===== config.mk =====
export PLATFORM = sky130hd
export DESIGN_NAME = qdec_counter
export DESIGN_NICKNAME = d
export VERILOG_FILES = /design/src/rtl/qdec_pkg.sv /design/src/rtl/qdec_sync_filter.sv /design/src/rtl/qdec_step_decode.sv /design/src/rtl/qdec_count_core.sv /design/src/rtl/qdec_counter.sv
export SDC_FILE = /design/constraint.sdc
export NUM_CORES = 1
export LEC_CHECK = 0
export BUFFER_PORTS_ARGS = -buffer_cell sky130_fd_sc_hd__clkbuf_2
export CAP_MARGIN = 20
export CORE_MARGIN = 4
export CORE_UTILIZATION = 40
export DETAILED_ROUTE_END_ITERATION = 7
export GPL_TIMING_DRIVEN = 0
export SLEW_MARGIN = 20
export SYNTH_ARGS = -nofsm -noshare
export SYNTH_HDL_FRONTEND = slang
export SYNTH_SLANG_ARGS = --single-unit

===== constraint.sdc =====
create_clock -name clk -period 2.15 [get_ports clk]
set_input_delay 0.1075 -clock clk [delete_from_list [all_inputs] [get_ports clk]]
set_output_delay 0.1075 -clock clk [all_outputs]
set_load 0.05 [all_outputs]

===== src/rtl/qdec_pkg.sv =====
package qdec_pkg;

  localparam logic [2:0] RA_CTRL  = 3'd0;
  localparam logic [2:0] RA_MINB  = 3'd1;
  localparam logic [2:0] RA_MAXB  = 3'd2;
  localparam logic [2:0] RA_STAT  = 3'd3;
  localparam logic [2:0] RA_COUNT = 3'd4;

  localparam int CB_EN      = 0;
  localparam int CB_POLA    = 1;
  localparam int CB_POLB    = 2;
  localparam int CB_MODE    = 3;
  localparam int CB_UNLOCK  = 4;
  localparam int CB_FLT_LSB = 8;

  // Quadrature step from previous {a,b} to current {a,b}: returns {valid, up}.
  function automatic logic [1:0] quad_step(input logic [1:0] prev, input logic [1:0] cur);
    logic [1:0] r;
    case ({prev, cur})
      4'b00_10, 4'b10_11, 4'b11_01, 4'b01_00: r = 2'b11;
      4'b10_00, 4'b11_10, 4'b01_11, 4'b00_01: r = 2'b10;
      default:                                r = 2'b00;
    endcase
    return r;
  endfunction

endpackage


===== src/rtl/qdec_sync_filter.sv =====
module qdec_sync_filter #(
  parameter int FLT_W = 4
) (
  input  logic             clk,
  input  logic             rst_n,
  input  logic             din,
  input  logic [FLT_W-1:0] filt_len,
  output logic             dout
);
  logic             s1_q, s2_q;
  logic [FLT_W-1:0] run_q;

  always_ff @(posedge clk or negedge rst_n) begin
    if (!rst_n) begin
      s1_q <= 1'b0;
      s2_q <= 1'b0;
    end else begin
      s1_q <= din;
      s2_q <= s1_q;
    end
  end

  // New level accepted after filt_len+1 consecutive samples.
  always_ff @(posedge clk or negedge rst_n) begin
    if (!rst_n) begin
      dout  <= 1'b0;
      run_q <= '0;
    end else if (s2_q != dout) begin
      if (run_q >= filt_len) begin
        dout  <= s2_q;
        run_q <= '0;
      end else begin
        run_q <= run_q + 1'b1;
      end
    end else begin
      run_q <= '0;
    end
  end
endmodule


===== src/rtl/qdec_step_decode.sv =====
module qdec_step_decode
  import qdec_pkg::*;
(
  input  logic clk,
  input  logic rst_n,
  input  logic a_filt,
  input  logic b_filt,
  input  logic pol_a,
  input  logic pol_b,
  input  logic mode_cd,
  output logic step_valid,
  output logic step_up
);
  logic       a_p, b_p;
  logic [1:0] prev_q;
  logic [1:0] qs;

  assign a_p = a_filt ^ pol_a;
  assign b_p = b_filt ^ pol_b;

  always_ff @(posedge clk or negedge rst_n) begin
    if (!rst_n) prev_q <= 2'b00;
    else        prev_q <= {a_p, b_p};
  end

  assign qs = quad_step(prev_q, {a_p, b_p});

  always_comb begin
    if (mode_cd) begin
      step_valid = a_p & ~prev_q[1];
      step_up    = b_p;
    end else begin
      step_valid = qs[1];
      step_up    = qs[0];
    end
  end
endmodule


===== src/rtl/qdec_count_core.sv =====
module qdec_count_core #(
  parameter int CNT_W = 16
) (
  input  logic             clk,
  input  logic             rst_n,
  input  logic             enable,
  input  logic             step_valid,
  input  logic             step_up,
  input  logic             load,
  input  logic [CNT_W-1:0] load_val,
  input  logic [CNT_W-1:0] min_b,
  input  logic [CNT_W-1:0] max_b,
  input  logic             ovf_clr,
  output logic [CNT_W-1:0] count,
  output logic             ovf_flag,
  output logic             ovf_top,
  output logic             dir_up,
  output logic             wrap_evt
);
  // Returns {wrapped, next value}.
  function automatic logic [CNT_W:0] next_pos(
    input logic [CNT_W-1:0] cur, input logic up,
    input logic [CNT_W-1:0] lo,  input logic [CNT_W-1:0] hi);
    logic [CNT_W:0] r;
    if (up) r = (cur >= hi) ? {1'b1, lo} : {1'b0, cur + 1'b1};
    else    r = (cur <= lo) ? {1'b1, hi} : {1'b0, cur - 1'b1};
    return r;
  endfunction

  logic           advance;
  logic [CNT_W:0] nxt;

  assign advance  = enable & step_valid & ~load;
  assign nxt      = next_pos(count, step_up, min_b, max_b);
  assign wrap_evt = advance & nxt[CNT_W];

  always_ff @(posedge clk or negedge rst_n) begin
    if (!rst_n) begin
      count    <= '0;
      ovf_flag <= 1'b0;
      ovf_top  <= 1'b0;
      dir_up   <= 1'b1;
    end else begin
      if (load)         count <= load_val;
      else if (advance) count <= nxt[CNT_W-1:0];
      if (advance) dir_up <= step_up;
      if (wrap_evt) begin
        ovf_flag <= 1'b1;
        ovf_top  <= step_up;
      end else if (ovf_clr) begin
        ovf_flag <= 1'b0;
      end
    end
  end
endmodule


===== src/rtl/qdec_counter.sv =====
module qdec_counter
  import qdec_pkg::*;
#(
  parameter int CNT_W = 16,
  parameter int FLT_W = 4
) (
  input  logic             clk,
  input  logic             rst_n,
  input  logic             phase_a,
  input  logic             phase_b,
  input  logic             cnt_init,
  input  logic             reg_wr,
  input  logic             reg_rd,
  input  logic [2:0]       reg_addr,
  input  logic [CNT_W-1:0] reg_wdata,
  output logic [CNT_W-1:0] reg_rdata
);
  localparam int FLT_HI = CB_FLT_LSB + FLT_W - 1;

  logic [CNT_W-1:0] ctrl_q, min_q, max_q, count;
  logic             armed_q;
  logic             enable, unlock, mode_cd, pol_a, pol_b;
  logic [FLT_W-1:0] filt_len;
  logic [1:0]       filt;
  logic [1:0]       pins;
  logic             step_valid, step_up, wrap_evt;
  logic             ovf_flag, ovf_top, dir_up;
  logic             ctrl_wr, min_wr, max_wr, stat_wr, stat_rd;
  logic             load, ovf_clr, en_next;
  logic [CNT_W-1:0] load_val;

  assign enable   = ctrl_q[CB_EN];
  assign pol_a    = ctrl_q[CB_POLA];
  assign pol_b    = ctrl_q[CB_POLB];
  assign mode_cd  = ctrl_q[CB_MODE];
  assign unlock   = ctrl_q[CB_UNLOCK];
  assign filt_len = ctrl_q[FLT_HI:CB_FLT_LSB];

  assign ctrl_wr = reg_wr && reg_addr == RA_CTRL;
  assign min_wr  = reg_wr && reg_addr == RA_MINB;
  assign max_wr  = reg_wr && reg_addr == RA_MAXB;
  assign stat_wr = reg_wr && reg_addr == RA_STAT;
  assign stat_rd = reg_rd && reg_addr == RA_STAT;

  assign en_next  = unlock ? reg_wdata[CB_EN] : enable;
  assign load     = min_wr | cnt_init;
  assign load_val = min_wr ? reg_wdata : min_q;
  assign ovf_clr  = stat_wr & armed_q & ~reg_wdata[0];

  always_ff @(posedge clk or negedge rst_n) begin
    if (!rst_n) begin
      ctrl_q  <= '0;
      min_q   <= '0;
      max_q   <= '1;
      armed_q <= 1'b0;
    end else begin
      if (ctrl_wr) begin
        ctrl_q        <= reg_wdata;
        ctrl_q[CB_EN] <= en_next;
      end
      if (min_wr) min_q <= reg_wdata;
      if (max_wr) max_q <= reg_wdata;
      if (stat_wr)      armed_q <= 1'b0;
      else if (stat_rd) armed_q <= ovf_flag;
    end
  end

  assign pins = {phase_a, phase_b};

  for (genvar g = 0; g < 2; g++) begin : g_phase
    qdec_sync_filter #(.FLT_W(FLT_W)) u_filt (
      .clk(clk), .rst_n(rst_n), .din(pins[g]),
      .filt_len(filt_len), .dout(filt[g]));
  end

  qdec_step_decode u_dec (
    .clk(clk), .rst_n(rst_n), .a_filt(filt[1]), .b_filt(filt[0]),
    .pol_a(pol_a), .pol_b(pol_b), .mode_cd(mode_cd),
    .step_valid(step_valid), .step_up(step_up));

  qdec_count_core #(.CNT_W(CNT_W)) u_core (
    .clk(clk), .rst_n(rst_n), .enable(enable),
    .step_valid(step_valid), .step_up(step_up),
    .load(load), .load_val(load_val), .min_b(min_q), .max_b(max_q),
    .ovf_clr(ovf_clr), .count(count), .ovf_flag(ovf_flag),
    .ovf_top(ovf_top), .dir_up(dir_up), .wrap_evt(wrap_evt));

  always_comb begin
    reg_rdata = '0;
    case (reg_addr)
      RA_CTRL:  reg_rdata = ctrl_q;
      RA_MINB:  reg_rdata = min_q;
      RA_MAXB:  reg_rdata = max_q;
      RA_STAT:  reg_rdata[2:0] = {dir_up, ovf_top, ovf_flag};
      RA_COUNT: reg_rdata = count;
      default:  reg_rdata = '0;
    endcase
  end
endmodule


==> impl_results.md, run 1 <==
* Post-synthesis sequential area ratio at 0.3512
* DR WL/cell at 20.55 µm
* Worst Setup Start Kind: flop
* Crit path capture: u_core.count[3]
* Synth area leaders: dfrtp_1, ha_1, mux2i_1, dfstp_2, o21ai_0
* Worst Max-Slew Pin Slew at 852.8 ps
* Crit Reg-Reg Endpoint: u_core.count[3]
* Largest family of logic cells by synthesized area: compound AO/OA/AOI/OAI gates
* Die area at 17150 µm²
* Crit path arrival time at 2700 ps
* Fraction of layout cells with a size suffix above 1 at 0.3223
* Clock Latency Late Sink at 360 ps
* Cells after Synth at 644
* Pwr dens at 1397 nW/µm²
* Post-synthesis mux area share at 0.1134
* Failing checks: setup timing
* Post-Synth Simple-Gate Area at 0.1376
* Area share of fa/ha/maj cells after synthesis at 0.09934
* Kind of critical path: flop to flop
* Io pins at 42
* Die width at 130.9 µm
* Yosys top cell area share at 0.2773
* CTS tree: done
* Syn_area_per_cell at 9.388 µm²
* Drt total wl at 19.34 mm
* Gr ovfl total at 0
* CP startpoint: ctrl_q[2]
* Max rail drop VDD at 0.6873 mV
* RR Startpoint: ctrl_q[2]
* Synth Area in XOR/XNOR at 0.05360
* Ys async rst share at 1.000
* Initial core utilization at 0.4129
* Gr busiest metal: met2
* Setup slack, reg-to-reg at -300 ps
* CTS sink count at 84
* Crit path time final at 2454 ps
* Period utilisation layout at 1.142
* Post-synth net total at 718
* Crit. End Element: flop
* Core Footprint at 14640 µm²
* Via density at 5.764
* Root Buffer: clkbuf_16
* Dpl hpwl at 13.21 mm
* Cells along the critical path: xor2_2, buf_4, ha_2, mux4_2, mux2i_4, nand2b_4, clkbuf_16, o221ai_2, a21o_1
* Commonest non-fill, non-tap cells in the layout: nand2_1, dfrtp_1, o21ai_0, clkbuf_2
* Ys flop type: dfrtp_1
* Multi-input logic area at 3892 µm²
* Critical Path RT at 2400 ps
* DRC Markers at 0
* R2R cell count at 9
* #FFs+latches synth at 84
* Cell Rows at 44
* Die Y at 130.9 µm
* CP max stage delay at 490 ps
* Mapped cell area at 6046 µm²
* First-pass GRT wire length at 29.84 mm
* Area grow syn2layout at 29.08%
* Final hold violation count at 0
* Largest net degree at the start of global routing at 85
* Fillers at 1318
* RSZ-0062 raised after global routing: yes
* Syn. warnings at 0
* Compound-Gate Fraction of Synth Area at 0.1753
* Synth unique cells at 58
* Total Routing Usage GR at 0.2303
* CTS clk-pin slew, worst paths at 70 ps
* CTS Buf Count at 9
* Clock Path Buffers at 2
* First-pass iteration count of the detailed router at 5
* Final Power at 10900 µW
* Initial DRC count at 364
* # port buffers at 38
* Final Skew at 8.182 ps
* PnR worst setup slack at -304.3 ps
* Crit-path max FO at 6
* Final ANT Viol Nets at 0
* Slowest CP cell: mux4_2
* Min-Delay Path Class: input pin to flop
* Met2 usage at 0.3719
* Met1 Use GR at 0.3029
* Antenna violations before repair at 0
* Cell taking the most area after synthesis: dfrtp_1
* Final Net Count at 826
* Via Count at 5424
* Post-layout util at 0.5329
* Leakage at 0.003486 µW
* Max Fclk at 0.4074 GHz
* Slew Viols, Final at 0
* ANT cells at 0
* H-tree depth at 3
* Vias in the first global route at 5421
* Max-cap violation count at 0
* Status: complete, but fails checks
* Most common cell after layout, fill and taps aside: nand2_1
* Finish-stage setup viols at 19
* Area taken by flip-flops and latches at 2136 µm²
* Placer's final routability congestion estimate at 0.9479
* Slew HR at 0.4315
* Number of synthesized flops with an enable pin at 0
* Met3 usage at 0.02927
-- worst min-delay path by stage --
stage,startpoint,end,slack (ps),cells past startpoint
2_1_floorplan,rst_n,armed_q,-190,0
3_3_place_gp,phase_a,g_phase[1].u_filt.s1_q,220,1
3_5_place_dp,rst_n,ctrl_q[0],210,1
4_1_cts,reg_wdata[15],max_q[15],4,3
5_1_grt,reg_wdata[10],ctrl_q[10],30,3
6_report,reg_wdata[9],max_q[9],7,3
-- layout make-up --
cell class / count / area share
plain buffers: 43 / 0.03784
clock buffers: 11 / 0.03110
clock inverters: 5 / 0.007856
inverters: 45 / 0.02165
multi-input cells: 470 / 0.4988
flip-flops and latches: 84 / 0.2737
well taps: 184 / 0.02950
repair buffers: 99 / 0.09957
-- report_power, final --
part           internal, µW  leakage (µW)  total, µW  switching, µW
sequential             2100      0.000989       2560            459
combinational          3300       0.00236       6730           3420
clock                   934      0.000138       1620            683
total                  6340       0.00349      10900           4570
-- synthesized netlist by cell type, types with 2 or more instances --
cell type,number
a2111oi_0,2
a21o_1,23
a21oi_1,28
a22oi_1,21
a41oi_1,2
and2_1,2
and3_1,7
buf_2,9
buf_4,3
buf_6,8
clkbuf_1,24
dfrtp_1,67
dfstp_2,17
ha_1,48
inv_1,44
mux2_2,18
mux2i_1,46
nand2_1,69
nand2b_1,4
nand3_1,10
nand3b_1,2
nand4_1,10
nor2_1,32
nor2b_1,4
nor3_1,5
nor3b_1,3
nor4_4,2
o21ai_0,52
o221ai_1,6
o221ai_2,10
o22ai_1,3
o32ai_1,2
xnor2_1,24
xor2_1,13
-- flip-flops by register name, summed over array words and instances, names as in the netlist --
signal and count:
max_q 16, ctrl_q 16, g_phase.u_filt.s1_q 2, g_phase.u_filt.s2_q 2, g_phase.u_filt.dout 2, u_core.count 16
u_core.ovf_flag 1, u_core.ovf_top 1, min_q 16, g_phase.u_filt.run_q 8, u_dec.prev_q 2, u_core.dir_up 1
armed_q 1
-- per-stage QoR --
step | instances | setup TNS (ps) | area (µm²) | hold WS (ps) | setup slack, ps
CTS | 930 | -5421 | 7458 | 3.861 | -337.9
finish | 941 | -4887 | 7804 | 7.325 | -304.3
detailed placement | 866 | -14180 | 6536 | 213.7 | -886.4
floorplan | 644 | -2322 | 6107 | -188.1 | -178.4
global route | 941 | -6242 | 7804 | 25.86 | -370.7
global placement | 866 | -15420 | 6528 | 218.4 | -894.1
-- cell families after synthesis --
group                      after synthesis
xor gates and xnor gates                37
and+or+nand+nor                        164
DFF                                     84
muxes                                   65
AOI/OAI and AO/OA                      156
buffers and inverters                   90
adders and majority gates               48
-- worst max-delay path: cells and delay by family, from the launching register on --
family	cells	cell delay [ps]
simple gates	1	250
xor+xnor	1	190
mux	2	690
flops	1	440
compound gates	2	250
fa+ha+maj	1	160
buf+inv	2	340
-- per-layer routing --
| layer | routed length [µm] | up-vias |
|---|---|---|
| li1 | - | 2494 |
| met1 | 8529 | 2693 |
| met2 | 9052 | 191 |
| met3 | 983 | 46 |
| met4 | 775 | 0 |
| met5 | 0 | - |
-- timing repair --
action / 4_1_cts / 5_1_grt
endpoints found under the setup margin: 20 / 25
gates resized for setup: 46 / 52
setup buffers: 36 / 15
endpoints found under the hold margin: 79 / 0
hold buffers: 13 / 0
pin swaps: 11 / 10
gates cloned: 0 / 2
(Power assumes the default switching activity.)
==> run 2, diff against run 1 <==
- CELL_PAD_IN_SITES_DETAIL_PLACEMENT: default -> 2
- CELL_PAD_IN_SITES_GLOBAL_PLACEMENT: default -> 2
- CORE_UTILIZATION: 40 -> 36
- CTS_BUF_LIST: default -> sky130_fd_sc_hd__clkbuf_8
- PLACE_DENSITY: default -> 0.77
==> impl_results.md, run 2 (synthesized netlist as in run 1, its figures left out) <==
* Status: complete, but fails checks
* Failing checks: setup timing
* PnR worst setup slack at -533.0 ps (-228.7 ps)
* Max-cap violation count at 0 (unchanged)
* CTS Buf Count at 9 (unchanged)
* ANT cells at 0 (unchanged)
* Clock network fraction of design power at 0.104 (-0.044)
* Setup slack, reg-to-reg at -530 ps (-230 ps)
* Setup Slack @ Placement at -769.4 ps (+117.0 ps)
* Vias in the first global route at 6419 (+18%)
* DRC Markers at 0 (unchanged)
* Leakage at 0.003576 µW (+2.6%)
* Kind of critical path: flop to flop
* Pwr dens at 1481 nW/µm² (+6.0%)
* Most common cell after layout, fill and taps aside: nand2_1
* Setup TNS Final at -7550 ps (-2663 ps)
* Min-Delay Path Class: input pin to flop
* Die width at 137.6 µm (+5.1%)
* Die Y at 137.6 µm (+5.1%)
* Crit path arrival time at 3010 ps (+310 ps)
* CP max stage delay at 550 ps (+60 ps)
* CTS sink count at 84 (unchanged)
* Final Net Count at 845 (+2.3%)
* Slowest CP cell: or4b_4
* Gr ovfl total at 0 (unchanged)
* Switching share of power at 0.4674 (+0.04862)
* Max Fclk at 0.3727 GHz (-8.5%)
* Crit path time final at 2683 ps (+228.7 ps)
* Core Footprint at 16520 µm² (+13%)
* DR WL/cell at 29.26 µm (+42%)
* Share of power burned in registers at 0.222 (-0.013)
* Largest net degree at the start of global routing at 85 (unchanged)
* # port buffers at 38 (unchanged)
* Commonest non-fill, non-tap cells in the layout: nand2_1, dfrtp_1, buf_4, o21ai_0, clkbuf_2
* Slew HR at 0.3204 (-0.1111)
* Root Buffer: clkbuf_8
* Dpl hpwl at 15.97 mm (+21%)
* Antenna violations before repair at 1 (+1)
* First-pass GRT wire length at 38.91 mm (+30%)
* Final hold violation count at 0 (unchanged)
* DP Cell Count at 902 (+4.2%)
* Clock Latency Late Sink at 390 ps (+30 ps)
* Crit-path max FO at 5 (-1)
* CTS clk-pin slew, worst paths at 90 ps (+20 ps)
* Via Count at 5907 (+8.9%)
* Slew Viols, Final at 0 (unchanged)
* Area grow syn2layout at 33.40%
* Die area at 18930 µm² (+10%)
* Max rail drop VDD at 0.4672 mV (-32%)
* First-pass iteration count of the detailed router at 5 (unchanged)
* Io pins at 42 (unchanged)
* Finish-stage setup viols at 19 (unchanged)
* Crit. End Element: flop
* Sw Pwr at 5583 µW (+22%)
* Hold_ws at 42.67 ps (+35.34 ps)
* Final Skew at 11.99 ps (+3.812 ps)
* Cells along the critical path: inv_1, ha_4, a21oi_2, nand2_1, a21oi_1, or4b_4, nand2_8, buf_16, mux2i_1, a21o_1
* Placer's final routability congestion estimate at 0.8914 (-6.0%)
* RSZ-0062 raised after global routing: yes
* Cell Rows at 47 (+6.8%)
* Fillers at 1707 (+30%)
* Logic pwr share at 0.674 (+0.057)
* Drt total wl at 29.14 mm (+51%)
* Worst Setup Start Kind: flop
* Initial DRC count at 463 (+27%)
* Finished Layout Cells at 996 (+5.8%)
* Period utilisation layout at 1.248 (+0.1064)
* Critical Path RT at 2480 ps (+80 ps)
* Worst Max-Slew Pin Slew at 1019 ps (+166.6 ps)
* Total Routing Usage GR at 0.2784 (+0.04810)
* Via density at 5.931 (+2.9%)
* CTS tree: done
* Internal cell power at 6362 µW (+0.38%)
* Final ANT Viol Nets at 0 (unchanged)
* Fraction of layout cells with a size suffix above 1 at 0.3595 (+0.03721)
* H-tree depth at 3 (unchanged)
* Initial core utilization at 0.3659 (-0.04698)
* Clock Path Buffers at 2 (unchanged)
[run 2: cell types whose count changed in the layout (fill, tap and decap cells not counted), moves of 5 or more]
cell           delta
clkbuf_8          +9
dlygate4sd3_1     +6
clkbuf_1          -5
buf_4            +12
ha_1              -7
clkbuf_16         -9
ha_4              +5
a21oi_1           -5
a21oi_2           +5
[run 2: power groups by stage]
stage	combinational, µW	clock [µW]	sequential, µW
floorplan	3790	0	2450
global placement	4780	0	2590
detailed placement	5040	0	2630
CTS	6450	1240	2570
global route	8370	1340	2700
finish	8050	1240	2660
[run 2: cell type report]
class	instances	area, µm²	share of cell area
Sequential cell	84	2135	0.2647
Clock inverter	6	57.56	0.007136
Buffer	45	336.6	0.04173
Timing Repair Buffer	116	929.6	0.1153
Tap cell	220	275.3	0.03413
Multi-Input combinational cell	470	4023	0.4988
Clock buffer	10	137.6	0.01706
Inverter	45	171.4	0.02125
[run 2: repair_timing]
action,4_1_cts,5_1_grt
endpoints found under the setup margin,30,27
endpoints found under the hold margin,100,0
gates resized for setup,67,68
gates cloned,1,2
pin swaps,15,16
buffers inserted,34,22
hold buffers,19,0
[run 2: path summary, 6_finish.rpt]
kind | depth (start not counted) | from | endpoint
min in group asynchronous | 2 | rst_n | min_q[12]
min reg2reg | 0 | g_phase[1].u_filt.s1_q | g_phase[1].u_filt.s2_q
max in group asynchronous | 2 | rst_n | min_q[8]
max reg2reg | 10 | min_q[14] | u_core.count[12]
max | 10 | min_q[14] | u_core.count[12]
min | 2 | reg_wdata[0] | ctrl_q[0]
[run 2: per-layer routing]
layer / routed length (µm) / global-route usage / vias to the layer above
met5: 13 / 0 / -
met4: 1316 / 0.1092 / 2
met3: 1589 / 0.05150 / 90
met2: 14330 / 0.4699 / 237
met1: 11890 / 0.3517 / 3042
li1: - / - / 2536
[run 2: stage by stage]
stage / cell area, µm² / total power [µW] / util
2_1_floorplan: 6107 / 6238 / -
3_3_place_gp: 6573 / 7369 / 0.3977
3_5_place_dp: 6581 / 7673 / 0.3983
4_1_cts: 7561 / 10260 / 0.4576
5_1_grt: 8065 / 12400 / 0.4881
6_report: 8065 / 11940 / 0.4881
[run 2: critical path: cells and delay by family (launching register included)]
family / cells / cell delay (ps)
buf+inv: 2 / 290
simple gates: 3 / 790
fa+ha+maj: 1 / 250
compound gates: 3 / 590
flops: 1 / 410
mux: 1 / 290
==> run 3, diff against run 2 <==
- CORE_MARGIN: 4 -> 2
- CORE_UTILIZATION: 36 -> 40
- PLACE_DENSITY: 0.77 -> 0.81
- clock period: 2.15 -> 3 ns (I/O delays scaled with it)
==> impl_results.md, run 3 (synthesized netlist as in run 1, its figures left out) <==
* Antenna violations before repair at 0 (-1)
* Die width at 126.9 µm (-7.7%)
* DRC Markers at 0 (unchanged)
* Initial core utilization at 0.4129 (+0.04698)
* Sw Pwr at 3124 µW (-44%)
* Root Buffer: clkbuf_8
* PnR worst setup slack at 33.05 ps (+566.1 ps)
* Vias in the first global route at 6098 (-5.0%)
* Crit Reg-Reg Endpoint: u_core.count[10]
* Io pins at 42 (unchanged)
* Placed inst area at 6475 µm² (-1.6%)
* Crit. End Element: flop
* # port buffers at 38 (unchanged)
* Die area at 16110 µm² (-15%)
* Cell Rows at 44 (-6.4%)
* CTS Buf Count at 9 (unchanged)
* Via Count at 5406 (-8.5%)
* Finish-stage setup viols at 0 (-19)
* Via density at 6.013 (+1.4%)
* Max Fclk at 0.3370 GHz (-9.6%)
* Logic pwr share at 0.582 (-0.092)
* Final ANT Viol Nets at 0 (unchanged)
* Status: complete, no violations
* Worst Setup Start Kind: flop
* Largest net degree at the start of global routing at 85 (unchanged)
* First-pass iteration count of the detailed router at 4 (-1)
* CTS sink count at 84 (unchanged)
* R2R cell count at 11 (+1)
* Crit-path max FO at 10 (+5)
* Clock Path Buffers at 2 (unchanged)
* Area grow syn2layout at 13.60%
* Core Footprint at 14640 µm² (-11%)
* Drt total wl at 22.78 mm (-22%)
* Crit path time final at 2967 ps (+283.9 ps)
* CTS tree: done
* Final Net Count at 784 (-7.2%)
* Slew Viols, Final at 0 (unchanged)
* Setup Slack @ Placement at -207.3 ps (+562.1 ps)
* Setup slack, reg-to-reg at 30 ps (+570 ps)
* Worst Hold Depth at 3 (+1)
* CTS clk-pin slew, worst paths at 100 ps (about the same)
* First-pass GRT wire length at 35.45 mm (-8.9%)
* Commonest non-fill, non-tap cells in the layout: nand2_1, dfrtp_1, o21ai_0, ha_1, mux2i_1
* Die Y at 126.9 µm (-7.7%)
* Leakage at 0.003139 µW (-12%)
* Dpl hpwl at 16.31 mm (+2.1%)
* Min-Delay Path Class: input pin to flop
* Total Routing Usage GR at 0.2927 (+0.01426)
* Pwr dens at 939.7 nW/µm² (-37%)
* Hold EP: max_q[3]
* Max-cap violation count at 0 (unchanged)
* Most common cell after layout, fill and taps aside: nand2_1
* Critical Path RT at 3290 ps (+810 ps)
* Final hold violation count at 0 (unchanged)
* Kind of critical path: flop to flop
* Internal cell power at 3330 µW (-48%)
* RR Startpoint: u_core.count[0]
* Share of power burned in registers at 0.293 (+0.071)
* Clock network fraction of design power at 0.125 (+0.021)
* Post-CTS setup buffers at 0 (-100%)
* Max rail drop VDD at 0.3014 mV (-35%)
* Final instance area at 6868 µm² (-15%)
* Fraction of layout cells with a size suffix above 1 at 0.1930 (-0.1665)
* Gr ovfl total at 0 (unchanged)
* ANT cells at 0 (unchanged)
* Switching share of power at 0.4840 (+0.01662)
* Clock Latency Late Sink at 400 ps (about the same)
* Period utilisation layout at 0.9890 (-0.2589)
* Crit path arrival time at 3260 ps (+250 ps)
* Placer's final routability congestion estimate at 0.8941 (+0.30%)
* H-tree depth at 3 (unchanged)
* Min-delay src: reg_wdata[3]
* DR WL/cell at 25.34 µm (-13%)
* Initial DRC count at 261 (-44%)
* Worst Max-Slew Pin Slew at 1072 ps (+52.21 ps)
* Slew HR at 0.2856 (-0.03480)
* Final Skew at 7.537 ps (-4.457 ps)
-- run 3: changes by cell type in the layout (fill, tap and decap cells not counted), sizes merged --
cell / previous run / this run
buf: 81 / 21
bufinv: 1 / 0
clkinv: 1 / 3
clkinvlp: 1 / 2
dlygate4sd3: 19 / 17
inv: 48 / 47
-- run 3: worst max-delay path: stages, from the launching register on --
cell and delay [ps]:
dfrtp_2 500, inv_1 220, ha_1 270, nand2b_1 170
a2111oi_2 470, nand3b_1 160, nand4b_1 100, buf_4 230
buf_6 200, mux2i_1 220, o221ai_2 130, a21o_1 200
-- run 3: worst max-delay path by stage --
stage | from | to | slack, ps | cells after the start
final | u_core.count[0] | u_core.count[10] | 30 | 11
after CTS | u_core.count[0] | u_core.count[10] | 20 | 11
after detailed placement | u_core.count[0] | u_core.count[10] | -210 | 11
after global routing | u_core.count[0] | u_core.count[10] | -30 | 11
after floorplan | g_phase[1].u_filt.dout | u_core.count[10] | 590 | 10
after global placement | g_phase[0].u_filt.dout | u_core.count[10] | 6 | 10
-- run 3: layout make-up --
| class | instances | area, µm² |
|---|---|---|
| inverters | 45 | 168.9 |
| multi-input cells | 470 | 3547 |
| repair buffers | 55 | 369.1 |
| well taps | 184 | 230.2 |
| plain buffers | 45 | 251.5 |
| clock buffers | 9 | 123.9 |
| flip-flops and latches | 84 | 2126 |
| clock inverters | 7 | 51.30 |
| fillers | 1603 | 7776 |
-- run 3: layer usage --
| layer | GRT usage | wire, µm |
|---|---|---|
| met4 | 0.1332 | 770 |
| met1 | 0.3767 | 10070 |
| met2 | 0.4978 | 11350 |
| met5 | 0 | 0 |
| met3 | 0.02995 | 585 |
-- run 3: power by group through the flow --
stage | Sequential (µW) | Clock [µW] | Combinational, µW
after floorplan | 1740 | 0 | 2640
after global placement | 1830 | 0 | 3350
after detailed placement | 1880 | 0 | 3600
after CTS | 1860 | 817 | 3710
after global routing | 1930 | 865 | 4070
final | 1890 | 805 | 3760
-- run 3: through the flow --
stage / TNS, ps / hold WS [ps] / utilization / instances / power (µW)
5_1_grt: -45.30 / 18.48 / 0.4690 / 899 / 6869
4_1_cts: 0 / 1.107 / 0.4675 / 899 / 6391
2_1_floorplan: 0 / -145.6 / - / 644 / 4384
6_report: 0 / 3.555 / 0.4690 / 899 / 6454
3_3_place_gp: 0 / 258.4 / 0.4416 / 866 / 5185
3_5_place_dp: -1895 / 261.8 / 0.4422 / 866 / 5475
-- run 3: timing repair --
item                                    CTS  global route
resized for setup                         5             4
hold endpoints to repair                 85             0
endpoints found under the setup margin   18            10
hold buffers                             17             0
